### src/rtl/strd_pkg.sv
package strd_pkg;
    typedef enum logic [2:0] {
        ST_IDLE,
        ST_PREP,
        ST_RD,
        ST_RWAIT,
        ST_WR,
        ST_DONE
    } strd_state_e;

    localparam logic [2:0] IDX_SRC  = 3'd0;
    localparam logic [2:0] IDX_DST  = 3'd1;
    localparam logic [2:0] IDX_SIZE = 3'd2;
    localparam logic [2:0] IDX_IN   = 3'd3;
    localparam logic [2:0] IDX_OUT  = 3'd4;
    localparam logic [2:0] IDX_CTRL = 3'd5;
endpackage

### src/rtl/strd_walker.sv
module strd_walker #(
    parameter int AW      = 32,
    parameter int FW      = 16,
    parameter int BEAT_LG = 4
) (
    input  logic          clk,
    input  logic          rst_n,
    input  logic          load,
    input  logic [AW-1:0] base,
    input  logic [FW-1:0] width,
    input  logic [FW-1:0] gap,
    input  logic          step,
    output logic [AW-1:0] addr
);
    localparam logic [AW-1:0] CHUNK = AW'(1) << BEAT_LG;

    logic [FW-1:0] col;
    logic          line_end;
    logic [AW-1:0] skip;

    assign line_end = (col == width - FW'(1));
    assign skip     = (AW'(gap) + AW'(1)) << BEAT_LG;

    always_ff @(posedge clk) begin
        if (!rst_n) begin
            addr <= '0;
            col  <= '0;
        end else if (load) begin
            addr <= base;
            col  <= '0;
        end else if (step) begin
            if (line_end) begin
                col  <= '0;
                addr <= addr + skip;
            end else begin
                col  <= col + FW'(1);
                addr <= addr + CHUNK;
            end
        end
    end

    AST_WALK_INLINE: assert property (@(posedge clk) disable iff (!rst_n)
        (step && !load && !line_end) |=> (addr == $past(addr) + CHUNK));
    AST_WALK_SKIP: assert property (@(posedge clk) disable iff (!rst_n)
        (step && !load && line_end) |=> (addr == $past(addr) + $past(skip)));
endmodule

### src/rtl/strd_beat_count.sv
module strd_beat_count #(
    parameter int SW      = 32,
    parameter int BEAT_LG = 4
) (
    input  logic          clk,
    input  logic          rst_n,
    input  logic          load,
    input  logic [SW-1:0] size,
    input  logic          dec,
    output logic          last,
    output logic          empty
);
    localparam int CW = SW - BEAT_LG + 1;

    logic [SW:0]   rounded;
    logic [CW-1:0] cnt;

    assign rounded = {1'b0, size} + (SW+1)'((1 << BEAT_LG) - 1);
    assign last    = (cnt == CW'(1));
    assign empty   = (cnt == '0);

    always_ff @(posedge clk) begin
        if (!rst_n) begin
            cnt <= '0;
        end else if (load) begin
            cnt <= rounded[SW:BEAT_LG];
        end else if (dec) begin
            cnt <= cnt - CW'(1);
        end
    end

    AST_NO_UNDERFLOW: assert property (@(posedge clk) disable iff (!rst_n)
        dec |-> !empty);
endmodule

### src/rtl/strd_ctrl_fsm.sv
module strd_ctrl_fsm
    import strd_pkg::*;
(
    input  logic        clk,
    input  logic        rst_n,
    input  logic        start,
    input  logic        zero_cfg,
    input  logic        gnt,
    input  logic        rvalid,
    input  logic        last,
    output strd_state_e state,
    output logic        req,
    output logic        we,
    output logic        load,
    output logic        step,
    output logic        capture,
    output logic        finish
);
    strd_state_e nxt;

    always_comb begin
        nxt = state;
        unique case (state)
            ST_IDLE:  if (start) nxt = ST_PREP;
            ST_PREP:  nxt = zero_cfg ? ST_DONE : ST_RD;
            ST_RD:    if (gnt) nxt = ST_RWAIT;
            ST_RWAIT: if (rvalid) nxt = ST_WR;
            ST_WR:    if (gnt) nxt = last ? ST_DONE : ST_RD;
            ST_DONE:  nxt = ST_IDLE;
            default:  nxt = ST_IDLE;
        endcase
    end

    always_ff @(posedge clk) begin
        if (!rst_n) state <= ST_IDLE;
        else        state <= nxt;
    end

    always_comb begin
        req     = 1'b0;
        we      = 1'b0;
        load    = 1'b0;
        step    = 1'b0;
        capture = 1'b0;
        finish  = 1'b0;
        unique case (state)
            ST_IDLE:  load = start;
            ST_PREP:  ;
            ST_RD:    req = 1'b1;
            ST_RWAIT: capture = rvalid;
            ST_WR: begin
                req  = 1'b1;
                we   = 1'b1;
                step = gnt;
            end
            ST_DONE:  finish = 1'b1;
            default:  ;
        endcase
    end

    AST_REQ_HOLD: assert property (@(posedge clk) disable iff (!rst_n)
        (req && !gnt) |=> (req && $stable(we)));
    AST_ZERO_SKIP: assert property (@(posedge clk) disable iff (!rst_n)
        (state == ST_PREP && zero_cfg) |=> (state == ST_DONE));
endmodule

### src/rtl/strided_copy_dma.sv
module strided_copy_dma
    import strd_pkg::*;
#(
    parameter int AW = 32,
    parameter int DW = 128,
    parameter int RW = 32,
    parameter int FW = 16
) (
    input  logic          clk,
    input  logic          rst_n,
    input  logic          cfg_we,
    input  logic [2:0]    cfg_waddr,
    input  logic [RW-1:0] cfg_wdata,
    input  logic [2:0]    cfg_raddr,
    output logic [RW-1:0] cfg_rdata,
    output logic          mem_req,
    output logic          mem_we,
    output logic [AW-1:0] mem_addr,
    output logic [DW-1:0] mem_wdata,
    input  logic          mem_gnt,
    input  logic          mem_rvalid,
    input  logic [DW-1:0] mem_rdata
);
    localparam int BEAT_LG = $clog2(DW / 8);
    localparam int BW      = AW - 3;

    logic [BW-1:0] src_q, dst_q;
    logic [RW-1:0] size_q;
    logic [FW-1:0] in_w_q, in_g_q, out_w_q, out_g_q;
    logic          done_q;
    logic [DW-1:0] buf_q;

    strd_state_e state;
    logic busy, start, zero_cfg, load, step, capture, finish, last, empty;
    logic [AW-1:0] src_addr, dst_addr;

    assign busy     = (state != ST_IDLE);
    assign start    = cfg_we && (cfg_waddr == IDX_CTRL) && cfg_wdata[0] && !busy;
    assign zero_cfg = empty || (in_w_q == '0) || (out_w_q == '0);

    always_ff @(posedge clk) begin
        if (!rst_n) begin
            src_q   <= '0;
            dst_q   <= '0;
            size_q  <= '0;
            in_w_q  <= '0;
            in_g_q  <= '0;
            out_w_q <= '0;
            out_g_q <= '0;
        end else if (cfg_we && !busy) begin
            unique case (cfg_waddr)
                IDX_SRC:  src_q  <= cfg_wdata[BW-1:0];
                IDX_DST:  dst_q  <= cfg_wdata[BW-1:0];
                IDX_SIZE: size_q <= cfg_wdata;
                IDX_IN:   {in_g_q, in_w_q}   <= cfg_wdata[2*FW-1:0];
                IDX_OUT:  {out_g_q, out_w_q} <= cfg_wdata[2*FW-1:0];
                default:  ;
            endcase
        end
    end

    always_ff @(posedge clk) begin
        if (!rst_n)      done_q <= 1'b0;
        else if (load)   done_q <= 1'b0;
        else if (finish) done_q <= 1'b1;
    end

    always_ff @(posedge clk) begin
        if (!rst_n)       buf_q <= '0;
        else if (capture) buf_q <= mem_rdata;
    end

    always_comb begin
        cfg_rdata = '0;
        unique case (cfg_raddr)
            IDX_SRC:  cfg_rdata = RW'(src_q);
            IDX_DST:  cfg_rdata = RW'(dst_q);
            IDX_SIZE: cfg_rdata = size_q;
            IDX_IN:   cfg_rdata = RW'({in_g_q, in_w_q});
            IDX_OUT:  cfg_rdata = RW'({out_g_q, out_w_q});
            IDX_CTRL: begin
                cfg_rdata[0] = busy;
                cfg_rdata[8] = done_q;
            end
            default:  cfg_rdata = '0;
        endcase
    end

    strd_ctrl_fsm u_fsm (
        .clk(clk), .rst_n(rst_n), .start(start), .zero_cfg(zero_cfg),
        .gnt(mem_gnt), .rvalid(mem_rvalid), .last(last), .state(state),
        .req(mem_req), .we(mem_we), .load(load), .step(step),
        .capture(capture), .finish(finish)
    );

    strd_beat_count #(.SW(RW), .BEAT_LG(BEAT_LG)) u_cnt (
        .clk(clk), .rst_n(rst_n), .load(load), .size(size_q),
        .dec(step), .last(last), .empty(empty)
    );

    strd_walker #(.AW(AW), .FW(FW), .BEAT_LG(BEAT_LG)) u_src_walk (
        .clk(clk), .rst_n(rst_n), .load(load), .base({src_q, 3'b000}),
        .width(in_w_q), .gap(in_g_q), .step(step), .addr(src_addr)
    );

    strd_walker #(.AW(AW), .FW(FW), .BEAT_LG(BEAT_LG)) u_dst_walk (
        .clk(clk), .rst_n(rst_n), .load(load), .base({dst_q, 3'b000}),
        .width(out_w_q), .gap(out_g_q), .step(step), .addr(dst_addr)
    );

    assign mem_addr  = mem_we ? dst_addr : src_addr;
    assign mem_wdata = buf_q;

    AST_CFG_FROZEN: assert property (@(posedge clk) disable iff (!rst_n)
        ($past(busy) && busy) |-> ($stable(src_q) && $stable(dst_q) && $stable(size_q)
            && $stable(in_w_q) && $stable(out_w_q) && $stable(in_g_q) && $stable(out_g_q)));
    AST_ADDR_STABLE: assert property (@(posedge clk) disable iff (!rst_n)
        (mem_req && !mem_gnt) |=> $stable(mem_addr));
    AST_DONE_IDLE: assert property (@(posedge clk) disable iff (!rst_n)
        done_q |-> !busy);
    AST_WDATA_HELD: assert property (@(posedge clk) disable iff (!rst_n)
        (mem_req && mem_we && !mem_gnt) |=> $stable(mem_wdata));
endmodule

### config.mk
export PLATFORM = sky130hd
export DESIGN_NAME = strided_copy_dma
export DESIGN_NICKNAME = d
export VERILOG_FILES = /design/src/rtl/strd_pkg.sv /design/src/rtl/strd_walker.sv /design/src/rtl/strd_beat_count.sv /design/src/rtl/strd_ctrl_fsm.sv /design/src/rtl/strided_copy_dma.sv
export SDC_FILE = /design/constraint.sdc
export NUM_CORES = 1
export LEC_CHECK = 0
export BUFFER_PORTS_ARGS = -buffer_cell sky130_fd_sc_hd__buf_2
export CELL_PAD_IN_SITES_DETAIL_PLACEMENT = 1
export CELL_PAD_IN_SITES_GLOBAL_PLACEMENT = 1
export CORE_UTILIZATION = 40
export DETAILED_ROUTE_END_ITERATION = 8
export GPL_TIMING_DRIVEN = 0
export PLACE_DENSITY_LB_ADDON = 0.1
export SLEW_MARGIN = 30
export SYNTH_ARGS = -nofsm -noshare
export SYNTH_HDL_FRONTEND = slang
export SYNTH_SLANG_ARGS = --single-unit
### constraint.sdc
create_clock -name clk -period 5.7 [get_ports clk]
set_clock_uncertainty 0.2 [all_clocks]
set_input_delay 0.855 -clock clk [delete_from_list [all_inputs] [get_ports clk]]
set_output_delay 0.855 -clock clk [all_outputs]
set_load 0.1 [all_outputs]
# After elaboration in Yosys (flattened, before gate mapping)
# Cells that the tools add are included.
dict set report word_totals {
  register_bits 411
  out_inout_bits 194
  elab_cells 103
}
dict set report classes {
  add_sub_neg 12
  eq_ne 22
  mux 28
  n_bitwise 1
  reduce_logical 23
}
# op n
set op_table {}
lappend op_table {{two-way mux 32 bit} 7}
lappend op_table {{case mux 23 bit (5 select lines)} 1}
lappend op_table {{adder 32 bit} 2}
lappend op_table {{adder 32 x 5 -> 32 bit, second input constant} 2}
lappend op_table {{two-way mux 29 bit} 2}
lappend op_table {{case mux 7 bit (5 select lines)} 1}
lappend op_table {{adder 16 x 1 -> 17 bit, second input constant} 2}
lappend op_table {{adder 32 x 4 -> 33 bit, second input constant} 1}
lappend op_table {{adder 16 x 1 -> 16 bit, second input constant} 2}
lappend op_table {{== test 16 bit} 2}
lappend op_table {{zero test 16 bit} 2}
lappend op_table {{two-way mux 16 bit} 2}
lappend op_table {{subtractor 16 x 1 -> 16 bit, second input constant} 2}
lappend op_table {{== test 29 x 1 -> 1 bit, second input constant} 1}
lappend op_table {{zero test 29 bit} 1}
lappend op_table {{subtractor 29 x 1 -> 29 bit, second input constant} 1}
lappend op_table {{== test 3 x 2 -> 1 bit, second input constant} 6}
lappend op_table {{== test 3 bit, second input constant} 6}
lappend op_table {{two-way mux 3 bit} 6}
lappend op_table {{case mux 3 bit (5 select lines)} 1}
lappend op_table {{case mux 1 bit (6 select lines)} 2}
lappend op_table {{AND reduction 2 bit} 5}
lappend op_table {{== test 3 x 1 -> 1 bit, second input constant} 3}
lappend op_table {{zero test 3 bit} 3}
lappend op_table {{11 further kinds} 23}

# Logic depth before layout (Yosys ltp)
dict set report logic_depth {
  word_depth 6
  ltp_mapped 23
  ltp_nobuf 21
}

# By module
# From an unflattened synthesis, not the netlist that was laid out.
dict set report unflattened {
  cells_unflattened 2509
  hier_area_um2 22437.8
}
# mod n_inst cells_per_inst area_per_inst_um2 seq_area_each_um2
set by_module_without_submodules {}
lappend by_module_without_submodules {strided_copy_dma 1 1127 11843.9 5665.4}
lappend by_module_without_submodules {{strd_walker at u_dst_walk} 1 551 4162.7 960.9}
lappend by_module_without_submodules {{strd_walker at u_src_walk} 1 521 3960.0 960.9}
lappend by_module_without_submodules {strd_beat_count 1 268 2158.3 580.6}
lappend by_module_without_submodules {strd_ctrl_fsm 1 42 312.8 60.1}

# Least setup slack after synthesis
# OpenSTA, ideal clock, no wires.
dict set report synth_path {
  path_type {register to register}
  from {register out_w_q[7]}
  to {register u_dst_walk.addr[21]}
  setup_ns 0.120
  arrival_time_ns 4.944
  required_ns 5.380
  slack_ns 0.436
  path_stages_with_launch 21
  period_less_slack_ns 5.264
  path_cell_list {dfxtp_1 buf_6 or4_4 or3_4 nor3_4 xnor2_1 or4_4 or4_1 buf_6 buf_2 nor2_1 ha_1 a21oi_1 and2_1 o22ai_1 or2_2 a211oi_1 or2_2 clkbuf_1 nor3_1 o31a_1}
}
dict set report synth_via {
  elab_chain_len 5
}
# item line_no
set synth_rtl {}
lappend synth_rtl {{start, declared} strided_copy_dma.sv:29} ;# logic [FW-1:0] in_w_q, in_g_q, out_w_q, out_g_q;
lappend synth_rtl {{start signal, assigned} strided_copy_dma.sv:56} ;# IDX_OUT: {out_g_q, out_w_q} <= cfg_wdata[2*FW-1:0];
lappend synth_rtl {{subtractor 16 x 1 -> 16 bit} strd_walker.sv:21} ;# assign line_end = (col == width - FW'(1));
lappend synth_rtl {{== test 16 bit} strd_walker.sv:21}
lappend synth_rtl {{two-way mux 32 bit} strd_walker.sv:32} ;# if (line_end) begin
lappend synth_rtl {{two-way mux 32 bit} strd_walker.sv:31} ;# end else if (step) begin
lappend synth_rtl {{two-way mux 32 bit} strd_walker.sv:28} ;# end else if (load) begin
lappend synth_rtl {{end signal, assigned} strd_walker.sv:29} ;# addr <= base;
lappend synth_rtl {{end signal, assigned} strd_walker.sv:34} ;# addr <= addr + skip;
lappend synth_rtl {{end signal, assigned} strd_walker.sv:37} ;# addr <= addr + CHUNK;
lappend synth_rtl {{end, declared} strd_walker.sv:13} ;# output logic [AW-1:0] addr
# No other way between the ends. The select of a mux whose other input is x is not followed.
# A chain may end at the register's enable or synchronous reset.

# Worst setup path in the final report
dict set report layout_path {
  from {register in_w_q[5]}
  to {register u_src_walk.addr[29]}
}
dict set report layout_via {
  elab_chain_len 5
}
# item line_no
set layout_rtl {}
lappend layout_rtl {{start, declared} strided_copy_dma.sv:29}
lappend layout_rtl {{start signal, assigned} strided_copy_dma.sv:55} ;# IDX_IN: {in_g_q, in_w_q} <= cfg_wdata[2*FW-1:0];
lappend layout_rtl {{subtractor 16 x 1 -> 16 bit} strd_walker.sv:21}
lappend layout_rtl {{== test 16 bit} strd_walker.sv:21}
lappend layout_rtl {{two-way mux 32 bit} strd_walker.sv:32}
lappend layout_rtl {{two-way mux 32 bit} strd_walker.sv:31}
lappend layout_rtl {{two-way mux 32 bit} strd_walker.sv:28}
lappend layout_rtl {{end signal, assigned} strd_walker.sv:29}
lappend layout_rtl {{end signal, assigned} strd_walker.sv:34}
lappend layout_rtl {{end signal, assigned} strd_walker.sv:37}
lappend layout_rtl {{end, declared} strd_walker.sv:13}
# No other way between the ends. The select of a mux whose other input is x is not followed.

==> results.cfg <==
[grt]
antenna_found_initial = 8
grt_start_max_net_pins = 13
grt_pass1_vias = 22900
global_route_usage_sum_pct = 37.1
grt_pass1_wl_mm = 147
grt_overflow = 0

[clocking]
h-tree-depth = 2
cts_tree = done
clkLatencyLatePin_ps = 610
cts_made_buffers = 47
clk_pin_slew_worst_paths_ps = 60
maximum_count_of_clock_buffers_along_a_single_path = 3
clk_root_buffer_cell = sky130_fd_sc_hd__clkbuf_16
cts.sinks = 405

[setup_path]
cp_data_required_time_ps = 6000
largest_incremental_delay_on_the_critical_path_ps = 580
crit_path_cell_trace = or3_1 > or4_1 > a2111oi_4 > o2111ai_2 > or4b_4 > buf_4 > nor2_2 > ha_1 > nand2_1 > o31a_1 > nor2_2 > a41oi_2 > a32oi_4 > nand2_2 > or4_1 > a31oi_1
worstRegToRegCells = 16
path_buf_inv = 1
worstSetupPathType = flip-flop to flip-flop
r2r_setup_slack_ps = 110
crit_path_start_kind = flip-flop
crit_path_top_delay_cell = sky130_fd_sc_hd__or4b_4
crit-reg2reg-launch = in_w_q[5]
cp_data_arrival_time_ps = 5890
path_delay_family = simple AND/OR/NAND/NOR gates
critPathMaxFanout = 10
regToRegEndpoint = u_src_walk.addr[29]
critPathCaptureType = flip-flop

[die]
rows = 83
coreArea_mm2 = 0.0514
fp.dieArea_mm2 = 0.0531
design.portCount = 365
initial_util_pct = 40.6
fp.dieH_um = 230
die-width_um = 230

[final_layout]
drive_above_1_share_pct = 17.9
num-nets-final = 3369
layout.core_utilization_pct = 49.6
final-seq-area_mm2 = 0.00811
filler_cell_count = 6474
area.growth.synth_to_final_pct = 22.1
multi_input_area_mm2 = 0.0121

[power]
vdd_ir_drop_max_mv = 0.201
total_leakage_power_nw = 9.68
power.density_cell_area_mw_per_mm2 = 267

[sta]
fin_crit_ps = 5590
setup_total_negative_slack_ps = 0
max_slew_margin_pct = 29.2
fin_crit_sh_pct = 98.1
finalMaxSlewViolations = 0
worstMarginPinSlew_ps = 1060
finalSetupViolCount = 0
maxClockFrequency_mhz = 179
final_hold_viol_count = 0

[synth]
syn_area_per_cell_um2 = 7.62
netlist-cell-type-count = 78
syn-instance-count = 2739
postSynth.topFlopCell = sky130_fd_sc_hd__dfxtp_1
yosysSeqAreaShare_pct = 38.8
syn-cell-area_mm2 = 0.0209
synth_enable_flop_cells = 0
async_reset_ff_share_pct = 0
postSynthRegisterBits = 405
ys_warn_count = 0

[route]
remaining_drc_errors = 0
finalWirelength_mm = 101
wl_per_cell_um = 26.0
routed-via-count = 22700
drt_iter0_drc = 1885
antenna_violating_nets_post_route = 0
drt-vias-per-instance = 5.85
first_pass_iters = 5

[run]
drv.max_cap_violation_count = 0

[placed_design]
port_buffers = 358
dp_hpwl_mm = 77.7
routabilityCongestion = 1.02

[run_status]
outcome = finished clean

[min_path]
whs_endpoint = mem_wdata[110]
holdCritPathClass = flip-flop to flip-flop
hold_path.startpoint = mem_wdata[110]
hold-path-cell-count = 2
==> layout by cell type, fill, tap and decap left out, drive strengths merged, types with 14 or more instances in the layout <==
cell    count
nand2     690
dfxtp     405
buf       384
a21oi     374
clkbuf    233
nor2      163
xnor2      84
a22oi      84
xor2       82
nand3      77
o21ai      53
mux2       51
ha         44
inv        42
nor3       39
o22ai      34
and3       32
a211oi     30
nand4      25
nor4       25
nand2b     15
or3        14
==> worst register-to-register path: stages (launching register included) <==
cell	delay, ps
sky130_fd_sc_hd__dfxtp_1	420
sky130_fd_sc_hd__or3_1	460
sky130_fd_sc_hd__or4_1	540
sky130_fd_sc_hd__a2111oi_4	400
sky130_fd_sc_hd__o2111ai_2	190
sky130_fd_sc_hd__or4b_4	580
sky130_fd_sc_hd__buf_4	230
sky130_fd_sc_hd__nor2_2	170
sky130_fd_sc_hd__ha_1	230
sky130_fd_sc_hd__nand2_1	100
sky130_fd_sc_hd__o31a_1	400
sky130_fd_sc_hd__nor2_2	200
sky130_fd_sc_hd__a41oi_2	190
sky130_fd_sc_hd__a32oi_4	390
sky130_fd_sc_hd__nand2_2	160
sky130_fd_sc_hd__or4_1	430
sky130_fd_sc_hd__a31oi_1	200
==> kinds of logic after synthesis <==
group,share of synthesized area (%)
flip-flops,38.8
buffers and inverters,4.18
AND/OR/NAND/NOR,23.8
multiplexers,3.50
XOR/XNOR,6.97
AO/OA/AOI/OAI,19.9
other,0.0180
adder cells (fa/ha/maj),2.83
==> Yosys cell counts (all sizes together), types with 10 or more instances <==
master  count  area, um2
o22ai      34        213
a22oi      84        631
nand3      77        385
clkbuf    164        616
nor2b      11       68.8
o21ai      53        277
ha         44        551
a211oi     30        225
a21oi     374       1870
or2        10       62.6
inv        41        154
dfxtp     405       8110
nor3       39        206
xnor2      84        736
a31oi      13       81.3
mux2i      11        110
nand2     690       2590
or3        14       92.6
nand2b     15       93.8
nor4       25        156
nand4      25        156
a21o       12       90.1
o21a       12       90.1
o211ai     13       97.6
xor2       82        718
nor2      163        612
buf        18        103
mux2       51        574
and3       32        200
==> per-stage QoR <==
| stage | worst slack, ps | cell area [um2] | hold WS [ps] | cells | power (mW) |
|---|---|---|---|---|---|
| 6_report | 107 | 25500 | 251 | 3872 | 6.80 |
| 3_3_place_gp | -866 | 23500 | 239 | 3779 | 3.48 |
| 5_1_grt | -6.93 | 25500 | 270 | 3871 | 6.96 |
| 3_5_place_dp | -981 | 23600 | 243 | 3781 | 3.50 |
| 2_1_floorplan | 436 | 20900 | 231 | 2741 | 3.24 |
| 4_1_cts | 20.3 | 25400 | 252 | 3868 | 6.80 |
==> timing repair <==
action                     CTS  global route
pin swaps                    3             4
gates resized for setup     22            28
buffers inserted             3             2
hold buffers                 0             0
setup endpoints to repair   30            24
==> worst max path at each step <==
stage,depth (start not counted),slack (ps),end,startpoint
floorplan,20,440,u_dst_walk.addr[21],out_w_q[7]
global placement,19,-870,u_src_walk.addr[29],in_w_q[0]
detailed placement,19,-980,u_src_walk.addr[29],in_w_q[0]
CTS,18,20,u_src_walk.addr[29],in_w_q[0]
global route,17,-7,u_src_walk.addr[25],in_w_q[5]
finish,16,110,u_src_walk.addr[29],in_w_q[5]
==> routing by layer <==
layer / routed length, um / global-route usage [%] / vias to the layer above / part of all wire [%]
li1: - / - / 10300 / -
met1: 41200 / 45.9 / 11200 / 41
met2: 45600 / 60.3 / 934 / 45
met3: 7950 / 7.74 / 241 / 7.9
met4: 6060 / 20.3 / 4 / 6.0
met5: 30 / 0 / - / 0.030
==> area by class of cell <==
type	instances	area share [%]
Multi-Input combinational cell	2113	47.5
Sequential cell	405	31.8
Timing Repair Buffer	365	7.26
Clock buffer	73	5.67
Tap cell	680	3.34
Buffer	179	2.85
Clock inverter	13	0.913
Inverter	41	0.604
Antenna cell	3	0.0295
==> where the power goes <==
part,switching [mW],total (mW),internal (mW)
registers,0.0518,2.91,2.86
clock network,1.33,3.34,2.01
logic,0.386,0.544,0.158
total,1.77,6.80,5.03
==> sequential cells by signal, indices dropped and copies added, names as in the netlist <==
| name | flops |
|---|---|
| in_g_q | 16 |
| mem_wdata | 128 |
| dst_q | 29 |
| out_w_q | 16 |
| u_dst_walk.col | 16 |
| size_q | 32 |
| u_dst_walk.addr | 29 |
| done_q | 1 |
| src_q | 29 |
| out_g_q | 16 |
| u_src_walk.addr | 29 |
| in_w_q | 16 |
| u_cnt.cnt | 29 |
| u_src_walk.col | 16 |
| u_fsm.state | 3 |
(Power assumes the default switching activity.)
